## src/rtl/scsi_dma_pkg.sv

```systemverilog
package scsi_dma_pkg;

    typedef enum logic [1:0] {
        ACT_IDLE  = 2'd0,
        ACT_BLAST = 2'd1,
        ACT_ABORT = 2'd2,
        ACT_START = 2'd3
    } dma_act_e;

    typedef struct packed {
        logic     to_mem;
        logic     done_ie;
        logic     scsi_ie;
        logic     desc_mode;
        logic     spare;
        logic     diag;
        dma_act_e act;
    } dma_cmd_t;

    localparam int unsigned ST_W      = 6;
    localparam int unsigned ST_ERR    = 1;
    localparam int unsigned ST_ABT    = 2;
    localparam int unsigned ST_DONE   = 3;
    localparam int unsigned ST_SCSI   = 4;
    localparam logic [ST_W-1:0] ST_CLR_MASK = 6'b00_1110;

    localparam int unsigned CTL_W1C_BIT = 24;

    localparam logic [3:0] IDX_CMD   = 4'd0;
    localparam logic [3:0] IDX_SCNT  = 4'd1;
    localparam logic [3:0] IDX_SADR  = 4'd2;
    localparam logic [3:0] IDX_SDSC  = 4'd3;
    localparam logic [3:0] IDX_STAT  = 4'd4;
    localparam logic [3:0] IDX_WCNT  = 4'd5;
    localparam logic [3:0] IDX_WADR  = 4'd6;
    localparam logic [3:0] IDX_WDSC  = 4'd7;
    localparam logic [3:0] IDX_CTL   = 4'd8;

    function automatic logic [31:0] clip_len(input logic [31:0] req, input logic [31:0] left);
        return (req < left) ? req : left;
    endfunction

endpackage

```

## src/rtl/dma_cmd_reg.sv

```systemverilog
module dma_cmd_reg
    import scsi_dma_pkg::*;
(
    input  logic     clk,
    input  logic     rst,
    input  logic     cmd_we,
    input  logic [7:0] cmd_wdata,
    output dma_cmd_t cmd,
    output logic     start_now,
    output logic     dma_en,
    output logic     abort_req
);
    dma_cmd_t new_cmd;
    assign new_cmd   = dma_cmd_t'(cmd_wdata);
    assign start_now = cmd_we && (new_cmd.act == ACT_START);

    always_ff @(posedge clk) begin
        if (rst) begin
            cmd       <= '0;
            dma_en    <= 1'b0;
            abort_req <= 1'b0;
        end else begin
            abort_req <= 1'b0;
            if (cmd_we) begin
                cmd <= new_cmd;
                unique case (new_cmd.act)
                    ACT_IDLE:  dma_en    <= 1'b0;
                    ACT_BLAST: ;
                    ACT_ABORT: abort_req <= 1'b1;
                    ACT_START: dma_en    <= 1'b1;
                endcase
            end
        end
    end
endmodule

```

## src/rtl/dma_xfer_ctr.sv

```systemverilog
module dma_xfer_ctr
    import scsi_dma_pkg::*;
#(
    parameter int unsigned DATA_W = 32
) (
    input  logic              clk,
    input  logic              rst,
    input  logic              start_now,
    input  logic [DATA_W-1:0] start_cnt,
    input  logic [DATA_W-1:0] start_adr,
    input  logic [DATA_W-1:0] start_dsc,
    input  logic              step_valid,
    input  logic              step_to_mem,
    input  logic              cmd_to_mem,
    input  logic [DATA_W-1:0] step_len,
    input  logic              complete,
    output logic [DATA_W-1:0] wcnt,
    output logic [DATA_W-1:0] wadr,
    output logic [DATA_W-1:0] wdsc,
    output logic [DATA_W-1:0] moved,
    output logic              hit_zero
);
    localparam logic [DATA_W-1:0] ADR_RST = '1;
    localparam logic [DATA_W-1:0] DSC_RST = ~DATA_W'(2);

    logic accept;
    assign accept   = step_valid && (step_to_mem == cmd_to_mem);
    assign moved    = accept ? DATA_W'(clip_len(32'(step_len), 32'(wcnt))) : '0;
    assign hit_zero = accept && !start_now && (wcnt == moved);

    always_ff @(posedge clk) begin
        if (rst) begin
            wcnt <= '0;
            wadr <= ADR_RST;
            wdsc <= DSC_RST;
        end else if (start_now) begin
            wcnt <= start_cnt;
            wadr <= start_adr;
            wdsc <= start_dsc;
        end else if (complete) begin
            wcnt <= '0;
        end else if (accept) begin
            wcnt <= wcnt - moved;
            wadr <= wadr + moved;
        end
    end
endmodule

```

## src/rtl/dma_status_reg.sv

```systemverilog
module dma_status_reg
    import scsi_dma_pkg::*;
(
    input  logic            clk,
    input  logic            rst,
    input  logic            start_now,
    input  logic            rd_clr,
    input  logic            wr_clr,
    input  logic [ST_W-1:0] wr_mask,
    input  logic            set_done,
    output logic [ST_W-1:0] status
);
    logic [ST_W-1:0] nxt;

    always_comb begin
        nxt = status;
        if (rd_clr) nxt = nxt & ~ST_CLR_MASK;
        if (wr_clr) nxt = nxt & ~(wr_mask & ST_CLR_MASK);
        if (set_done) nxt[ST_DONE] = 1'b1;
        if (start_now) nxt = '0;
    end

    always_ff @(posedge clk) begin
        if (rst) status <= '0;
        else     status <= nxt;
    end
endmodule

```

## src/rtl/scsi_dma_regs.sv

```systemverilog
module scsi_dma_regs
    import scsi_dma_pkg::*;
#(
    parameter int unsigned DATA_W = 32,
    parameter int unsigned IDX_W  = 4
) (
    input  logic              clk,
    input  logic              rst,
    input  logic              reg_wr,
    input  logic              reg_rd,
    input  logic [IDX_W-1:0]  reg_idx,
    input  logic [DATA_W-1:0] reg_wdata,
    output logic [DATA_W-1:0] reg_rdata,
    input  logic              step_valid,
    input  logic              step_to_mem,
    input  logic [DATA_W-1:0] step_len,
    output logic [DATA_W-1:0] step_moved,
    input  logic              core_irq,
    input  logic              cmd_done_in,
    output logic              dma_en,
    output logic              abort_req,
    output logic              dir_to_mem,
    output logic              done_irq_en,
    output logic              scsi_irq_en,
    output logic              desc_mode,
    output logic              diag_mode
);
    dma_cmd_t          cmd;
    logic              start_now;
    logic [DATA_W-1:0] start_cnt, start_adr, start_dsc, bus_ctl;
    logic [DATA_W-1:0] wcnt, wadr, wdsc;
    logic [ST_W-1:0]   status, status_view;
    logic              hit_zero, w1c_mode;

    function automatic logic hit(input logic [IDX_W-1:0] idx, input logic [3:0] want);
        return idx == IDX_W'(want);
    endfunction

    assign w1c_mode = bus_ctl[CTL_W1C_BIT];

    dma_cmd_reg u_cmd (
        .clk(clk), .rst(rst),
        .cmd_we(reg_wr && hit(reg_idx, IDX_CMD)),
        .cmd_wdata(reg_wdata[7:0]),
        .cmd(cmd), .start_now(start_now),
        .dma_en(dma_en), .abort_req(abort_req)
    );

    dma_xfer_ctr #(.DATA_W(DATA_W)) u_ctr (
        .clk(clk), .rst(rst), .start_now(start_now),
        .start_cnt(start_cnt), .start_adr(start_adr), .start_dsc(start_dsc),
        .step_valid(step_valid), .step_to_mem(step_to_mem),
        .cmd_to_mem(cmd.to_mem), .step_len(step_len),
        .complete(cmd_done_in),
        .wcnt(wcnt), .wadr(wadr), .wdsc(wdsc),
        .moved(step_moved), .hit_zero(hit_zero)
    );

    dma_status_reg u_stat (
        .clk(clk), .rst(rst), .start_now(start_now),
        .rd_clr(reg_rd && hit(reg_idx, IDX_STAT) && !w1c_mode),
        .wr_clr(reg_wr && hit(reg_idx, IDX_STAT) && w1c_mode),
        .wr_mask(reg_wdata[ST_W-1:0]),
        .set_done(hit_zero || cmd_done_in),
        .status(status)
    );

    always_ff @(posedge clk) begin
        if (rst) begin
            start_cnt <= '0;
            start_adr <= '0;
            start_dsc <= '0;
            bus_ctl   <= '0;
        end else if (reg_wr) begin
            if (hit(reg_idx, IDX_SCNT)) start_cnt <= reg_wdata;
            if (hit(reg_idx, IDX_SADR)) start_adr <= reg_wdata;
            if (hit(reg_idx, IDX_SDSC)) start_dsc <= reg_wdata;
            if (hit(reg_idx, IDX_CTL))  bus_ctl   <= reg_wdata;
        end
    end

    always_comb begin
        status_view = status;
        if (core_irq) status_view[ST_SCSI] = 1'b1;
    end

    always_comb begin
        reg_rdata = '0;
        if      (hit(reg_idx, IDX_CMD))  reg_rdata = DATA_W'(cmd);
        else if (hit(reg_idx, IDX_SCNT)) reg_rdata = start_cnt;
        else if (hit(reg_idx, IDX_SADR)) reg_rdata = start_adr;
        else if (hit(reg_idx, IDX_SDSC)) reg_rdata = start_dsc;
        else if (hit(reg_idx, IDX_STAT)) reg_rdata = DATA_W'(status_view);
        else if (hit(reg_idx, IDX_WCNT)) reg_rdata = wcnt;
        else if (hit(reg_idx, IDX_WADR)) reg_rdata = wadr;
        else if (hit(reg_idx, IDX_WDSC)) reg_rdata = wdsc;
        else if (hit(reg_idx, IDX_CTL))  reg_rdata = bus_ctl;
    end

    assign dir_to_mem  = cmd.to_mem;
    assign done_irq_en = cmd.done_ie;
    assign scsi_irq_en = cmd.scsi_ie;
    assign desc_mode   = cmd.desc_mode;
    assign diag_mode   = cmd.diag;
endmodule

```

## config.mk

```make
export PLATFORM = sky130hd
export DESIGN_NAME = scsi_dma_regs
export DESIGN_NICKNAME = d
export VERILOG_FILES = /design/src/rtl/scsi_dma_pkg.sv /design/src/rtl/dma_cmd_reg.sv /design/src/rtl/dma_xfer_ctr.sv /design/src/rtl/dma_status_reg.sv /design/src/rtl/scsi_dma_regs.sv
export SDC_FILE = /design/constraint.sdc
export NUM_CORES = 1
export LEC_CHECK = 0
export ABC_AREA = 1
export CELL_PAD_IN_SITES_DETAIL_PLACEMENT = 1
export CELL_PAD_IN_SITES_GLOBAL_PLACEMENT = 2
export CORE_ASPECT_RATIO = 0.5
export CORE_MARGIN = 3
export CORE_UTILIZATION = 29
export CTS_BUF_LIST = sky130_fd_sc_hd__clkbuf_16
export DETAILED_ROUTE_END_ITERATION = 12
export PLACE_DENSITY = 0.77
export SYNTH_ARGS = -nofsm -noshare
export SYNTH_HDL_FRONTEND = slang
export SYNTH_SLANG_ARGS = --single-unit
```

## constraint.sdc

```tcl
create_clock -name clk -period 4.5 [get_ports clk]
set_clock_uncertainty 0.1 [all_clocks]
set_input_delay 0.9 -clock clk [delete_from_list [all_inputs] [get_ports clk]]
set_output_delay 0.9 -clock clk [all_outputs]
set_load 0.005 [all_outputs]
```

=== Word-level counts from Yosys, hierarchy flattened ===
Index checks and enable logic that the tools add are counted.

* Multiplexer cells: 23
* Order comparisons: 1
* Add/subtract/negate cells: 2
* Reduce and logical (&&, ||, !) cells: 25
* Bitwise logic cells: 3
* Equality and inequality tests: 13

{| class="wikitable"
|+ Operators by type and width
! kind !! count
|-
| $mux W32 || 17
|-
| $add A32 B32 Y32 || 1
|-
| $eq A32 B32 Y1 || 1
|-
| $lt A32 B32 Y1 || 1
|-
| $sub A32 B32 Y32 || 1
|-
| $eq A4 B3 Y1 const B || 4
|-
| $reduce_and A2 Y1 || 6
|-
| $logic_and A1 B1 Y1 || 9
|-
| $eq A4 B2 Y1 const B || 2
|-
| $and A6 B6 Y6 || 1
|-
| $mux W6 || 1
|-
| $not A4 Y6 || 1
|-
| $eq A2 B2 Y1 const B || 2
|-
| $eq A4 B1 Y1 const B || 1
|-
| $eq A4 B4 Y1 const B || 1
|-
| $logic_not A4 Y1 || 1
|-
| $mux W4 || 1
|-
| $reduce_bool A2 Y1 || 2
|-
| $reduce_or A2 Y1 || 2
|-
| $mux W1 || 3
|-
| $reduce_bool A3 Y1 || 1
|-
| $logic_not A1 Y1 || 2
|-
| $logic_not A2 Y1 || 1
|-
| $ne A2 B1 Y1 const B || 1
|-
| 4 further kinds || 4
|}

* Output and inout port bits: 71
* Bits of input ports: 76
* Logic and storage cells: 84
* Flip-flop bits (word level): 240

=== Logic depth before layout (Yosys ltp) ===
* Depth after elaboration: 10
* Mapped depth: 32

=== By module ===
Synthesis repeated with hierarchy kept, for this count alone.

* Cell total of the unflattened synthesis: 2,535
* Area, all modules: 16,614.7 um^2

{| class="wikitable"
|+ By module, submodules not included
! module !! times used !! cells each !! sequential area each (um^2) !! area an instance (um^2)
|-
| dma_xfer_ctr || 1 || 1,419 || 1,921.8 || 9,121.2
|-
| scsi_dma_regs || 1 || 1,046 || 2,562.5 || 6,944.2
|-
| dma_cmd_reg || 1 || 49 || 200.2 || 391.6
|-
| dma_status_reg || 1 || 21 || 60.1 || 157.7
|}

=== Worst setup path before layout ===
OpenSTA, ideal clock, no wires.

* Path kind: input-to-reg
* Start: in step_len[21]
* End: reg u_ctr.wadr[20]
* Stages: 26
* Arrival: 4.525 ns
* Library setup time: 0.121 ns
* Slack: -0.246 ns
* Cells stage by stage: ha_1 a21oi_1 nor2_1 nor3_1 nand2_1 a21oi_1 nand2_1 inv_1 buf_2 nor2_1 nor3_1 inv_1 fa_1 nand3b_1 a21oi_1 nor2_1 o21ai_0 nand2_1 nand2_1 nand2_1 nand2_1 nand2_1 nand2_1 nand2_1 nand3_1 nand2_1

* Longest elaborated chain between the ends: 7

{| class="wikitable"
|+ Ends and longest elaborated chain
! item !! RTL line !! RTL
|-
| start: declaration || scsi_dma_regs.sv:16 || <nowiki>input logic [DATA_W-1:0] step_len,</nowiki>
|-
| $lt A32 B32 Y1 || scsi_dma_pkg.sv:40 || <nowiki>return (req < left) ? req : left;</nowiki>
|-
| $mux W32 || scsi_dma_pkg.sv:40 ||
|-
| $mux W32 || dma_xfer_ctr.sv:28 || <nowiki>assign moved = accept ? DATA_W'(clip_len(32'(step_len), 32'(wcnt))) : '0;</nowiki>
|-
| via step_moved[1] || scsi_dma_regs.sv:17 || <nowiki>output logic [DATA_W-1:0] step_moved,</nowiki>
|-
| $add A32 B32 Y32 || dma_xfer_ctr.sv:44 || <nowiki>wadr <= wadr + moved;</nowiki>
|-
| $mux W32 || dma_xfer_ctr.sv:42 || <nowiki>end else if (accept) begin</nowiki>
|-
| $mux W32 || dma_xfer_ctr.sv:40 || <nowiki>end else if (complete) begin</nowiki>
|-
| $mux W32 || dma_xfer_ctr.sv:36 || <nowiki>end else if (start_now) begin</nowiki>
|-
| end signal: assignment || dma_xfer_ctr.sv:38 || <nowiki>wadr <= start_adr;</nowiki>
|-
| end signal: assignment || dma_xfer_ctr.sv:44 ||
|-
| end: declaration || dma_xfer_ctr.sv:18 || <nowiki>output logic [DATA_W-1:0] wadr,</nowiki>
|}

The timed path passes the listed nets, and every way through them passes these cells. The select of a mux whose other input is x is not followed.
A chain may end at the register's enable or synchronous reset.

=== Worst setup path after layout ===
* Start: in step_len[29]
* End: out step_moved[15]

* Longest elaborated chain between the ends: 3

{| class="wikitable"
|+ Ends and longest elaborated chain
! item !! RTL line
|-
| $lt A32 B32 Y1 || scsi_dma_pkg.sv:40
|-
| $mux W32 || scsi_dma_pkg.sv:40
|-
| $mux W32 || dma_xfer_ctr.sv:28
|-
| end: declaration || scsi_dma_regs.sv:17
|}

Every way passes these cells.

==> flow_metrics.py <==
metrics = {
    "setup_path": {
        "path_cells": "dlygate4sd2_1, ha_1, a21oi_1, nor2_1, nor2_1, nand3_1, a21oi_2, buf_4, nand2_4, inv_6, buf_12, buf_8, nor2_1, nor3_2, buf_4, buf_4, dlygate4sd2_1",
        "crit_buf_inv": 8,
        "path_delay_family": "buffers and inverters",
        "r2r_start": "u_ctr.wcnt[17]",
        "worst-setup-path-type": "input port to primary output",
        "critPathCaptureType": "primary output",
        "critPathMaxStageDelay_ns": 0.34,
        "reg2reg_to": "u_stat.status[3]",
        "slowest_stage": "dlygate4sd2_1",
        "worstPathRequired_ns": 3.50,
        "path_depth": 17,
        "crit_fanout": 6,
        "reg2reg_setup_slack_ns": 0.11,
        "reg2regPathDepth": 27,
        "cp-start-kind": "input port",
        "cp.arrival_ns": 3.49,
    },
    "timing": {
        "post-route-period-util_pct": 99.88,
        "rsz0062_at_grt": "true",
        "period_needed_ns": 4.495,
        "hold_ws_ns": 0.3505,
        "fmax_ghz": 0.2225,
        "drv_slew": 0,
        "fin_ws_ns": 0.005301,
        "setup_violations": 0,
        "max-slew-margin-rel_pct": 40.19,
        "finalHoldViolCount": 0,
        "tightestPinTransition_ns": 0.8971,
        "setup_tns_ns": 0,
    },
    "yosys": {
        "synth_mux_area_share_pct": 0,
        "async_flop_share_pct": 0,
        "synthFlopType": "dfxtp_1",
        "syn-num-nets": 2499,
        "synth-compound-area-share_pct": 26.14,
        "synth_top_family_by_area": "compound AO/OA/AOI/OAI gates",
        "yosysWarnings": 0,
        "synth-edff-count": 0,
        "ys_seq_area_share_pct": 30.78,
        "syn_area_um2": 15420,
        "avgSynthCellArea_um2": 6.653,
        "synthAdderAreaFrac_pct": 8.701,
        "yosys-top-cells-area": "dfxtp_1 (31%), nand2_1 (11%), ha_1 (8.4%)",
        "synth_xor_area_share_pct": 1.307,
        "synth_top_area_cell": "dfxtp_1",
        "ys_ff_latch": 237,
        "yosysTopAreaCellShare_pct": 30.78,
        "synth_cell_types": 51,
        "syn_inst": 2317,
        "synthSimpleGateAreaFrac_pct": 22.21,
    },
    "place": {
        "hpwl_mm": 58.09,
        "place_area_um2": 19960,
        "gp_congestion": 0.9490,
        "post-place-ws_ns": -1.224,
        "post-place-cells": 3385,
        "port_buffers": 146,
    },
    "cts": {
        "clk_path_buf_depth": 3,
        "clk_latency_ns": 0.58,
        "cts_made_buffers": 27,
        "cts_tree": "done",
        "htreeDepth": 1,
        "clkTransAtPathRegs_ns": 0.06,
        "clockRootBuffer": "clkbuf_16",
        "cts_sinks": 237,
        "cts_hold_buf": 0,
    },
    "hold_path": {
        "whs_endpoint": "bus_ctl[13]",
        "hold_path_startpoint": "bus_ctl[13]",
        "hold_depth": 2,
        "hold_path_class": "flip-flop to flip-flop",
    },
    "pwr": {
        "p_leak_nw": 10.12,
        "pwr-share-comb_pct": 50.1,
        "p_clk_share_pct": 25.1,
        "p_switching_mw": 3.599,
        "power.total_mw": 9.138,
        "switching_share_pct": 39.39,
        "power_frac_seq_pct": 24.8,
        "power_density_nw_per_um2": 403.4,
        "intPower_mw": 5.539,
        "ir_drop_mv": 0.2723,
    },
    "drt": {
        "ant_nets": 0,
        "num_vias": 18545,
        "viasPerCell": 5.255,
        "wl_per_cell_um": 22.16,
        "first_pass_iters": 5,
        "wl_mm": 78.21,
        "drc": 0,
        "drtIter0Drc": 1474,
    },
    "finish": {
        "final_util_pct": 43.34,
        "layout-drive-gt1-share_pct": 25.71,
        "area_growth_pct": 46.95,
        "fin_cells": 3529,
        "nets": 2990,
        "final_area_um2": 22650,
        "antenna_cells": 0,
    },
    "global_route": {
        "antenna_found_initial": 11,
        "busiest_layer": "met2",
        "grt_overflow": 0,
        "grt_start_max_net_pins": 90,
        "grt_usage_pct": 26.71,
        "grt_pass1_vias": 18312,
        "gr-usage-met1_pct": 37.81,
        "grt_pass1_wl_mm": 114.5,
        "grtUsageMet3_pct": 7.792,
        "gr-usage-met2_pct": 39.82,
    },
    "job": {
        "drv_cap": 0,
    },
    "floorplan": {
        "boundaryPins": 147,
        "initial_core_util_pct": 29.50,
        "die_height_um": 169.0,
        "row_count": 59,
        "die_x_um": 332.1,
        "core_um2": 52270,
        "dieArea_um2": 56130,
    },
    "outcome": {
        "outcome": "completed",
    },
}
-- tightest hold or removal path: cells and delay by family (launching register included) --
kind / cells / cell delay [ns]
AO/OA/AOI/OAI: 1 / 0.05
flip-flops: 1 / 0.30
buffers and inverters: 1 / 0.05
-- timing repair --
item | CTS | global route
gates resized for setup | 149 | 189
gates cloned | 3 | 0
pin swaps | 59 | 65
endpoints found under the setup margin | 81 | 97
buffers inserted | 76 | 16
-- cells by family (layout without fill, tap and decap cells) --
| group | after synthesis | after routing |
|---|---|---|
| and+or+nand+nor | 814 | 814 |
| buffers and inverters | 435 | 946 |
| DFF | 237 | 237 |
| adders and majority gates | 106 | 106 |
| xor gates and xnor gates | 23 | 23 |
| AOI/OAI and AO/OA | 702 | 702 |
-- worst max path at each step --
stage,startpoint,end
2_1_floorplan,step_len[21],u_ctr.wadr[20]
3_3_place_gp,step_len[15],u_ctr.wcnt[29]
3_5_place_dp,step_len[15],u_ctr.wcnt[29]
4_1_cts,step_len[29],step_moved[10]
5_1_grt,step_len[22],u_ctr.wcnt[31]
6_report,step_len[29],step_moved[15]
-- metal layers --
metal,routed length (um),vias up
met5,237,-
met4,1680,6
met3,7032,98
met2,32530,534
met1,36730,9091
li1,-,8816
-- synth_stat cells (5+ instances only) --
library cell  count
a31oi_1          27
inv_2             6
o21ai_0         237
nand2_1         432
dfxtp_1         237
a221oi_1         17
or2_2            10
nor3_1           50
nor4_1            5
a21oi_1         250
a211oi_1          9
nor2_1          181
o211ai_1         49
o221ai_1          8
buf_1             5
a21o_1           10
ha_1            104
o22ai_1          14
inv_1           307
xnor2_1          12
clkbuf_1         98
o2111ai_1        26
o21ai_1          21
nand4_1          14
o21bai_1         11
buf_2            10
nand3_1         104
xor2_1           11
o32ai_1           8
-- power by group through the flow --
stage,Clock [mW],Sequential (mW),Combinational [mW]
global placement,0,2.30,3.77
global route,2.41,2.27,4.98
detailed placement,0,2.30,3.82
CTS,2.32,2.26,4.15
floorplan,0,2.30,1.84
finish,2.29,2.27,4.58
-- state kept, by name, summed over array words and instances, names as in the netlist --
register,count
u_ctr.wdsc,32
u_ctr.wadr,32
u_cmd.dma_en,1
u_cmd.cmd,8
u_stat.status,3
start_adr,32
start_dsc,32
u_cmd.abort_req,1
u_ctr.wcnt,32
start_cnt,32
bus_ctl,32
-- layout by cell type (no fill, tap or decap), types with 14 or more instances in the layout --
cell	n
nand4_1	14
o2111ai_1	26
a21oi_1	204
ha_1	74
o21ai_1	30
nand2_2	32
inv_1	299
buf_4	408
nor3_2	33
dfxtp_1	233
nor3_1	16
a21oi_2	42
o22ai_1	14
nor2_1	154
o211ai_1	49
inv_2	15
o21ai_0	221
ha_4	25
clkbuf_16	27
a31oi_1	25
nor2_2	25
dlygate4sd2_1	40
clkdlybuf4s50_1	92
nand2_1	396
a221oi_1	17
nand3_1	95
-- area by class of cell --
type                            instances  area, um^2
Clock buffer                           27       675.6
Clock inverter                         22       188.9
Fill cell                            6544       29610
Inverter                              318        1212
Multi-Input combinational cell       1645       10070
Sequential cell                       237        4752
Tap cell                              701       877.1
Timing Repair Buffer                  579        4876
Note: power is estimated with default switching activity, not from simulation.
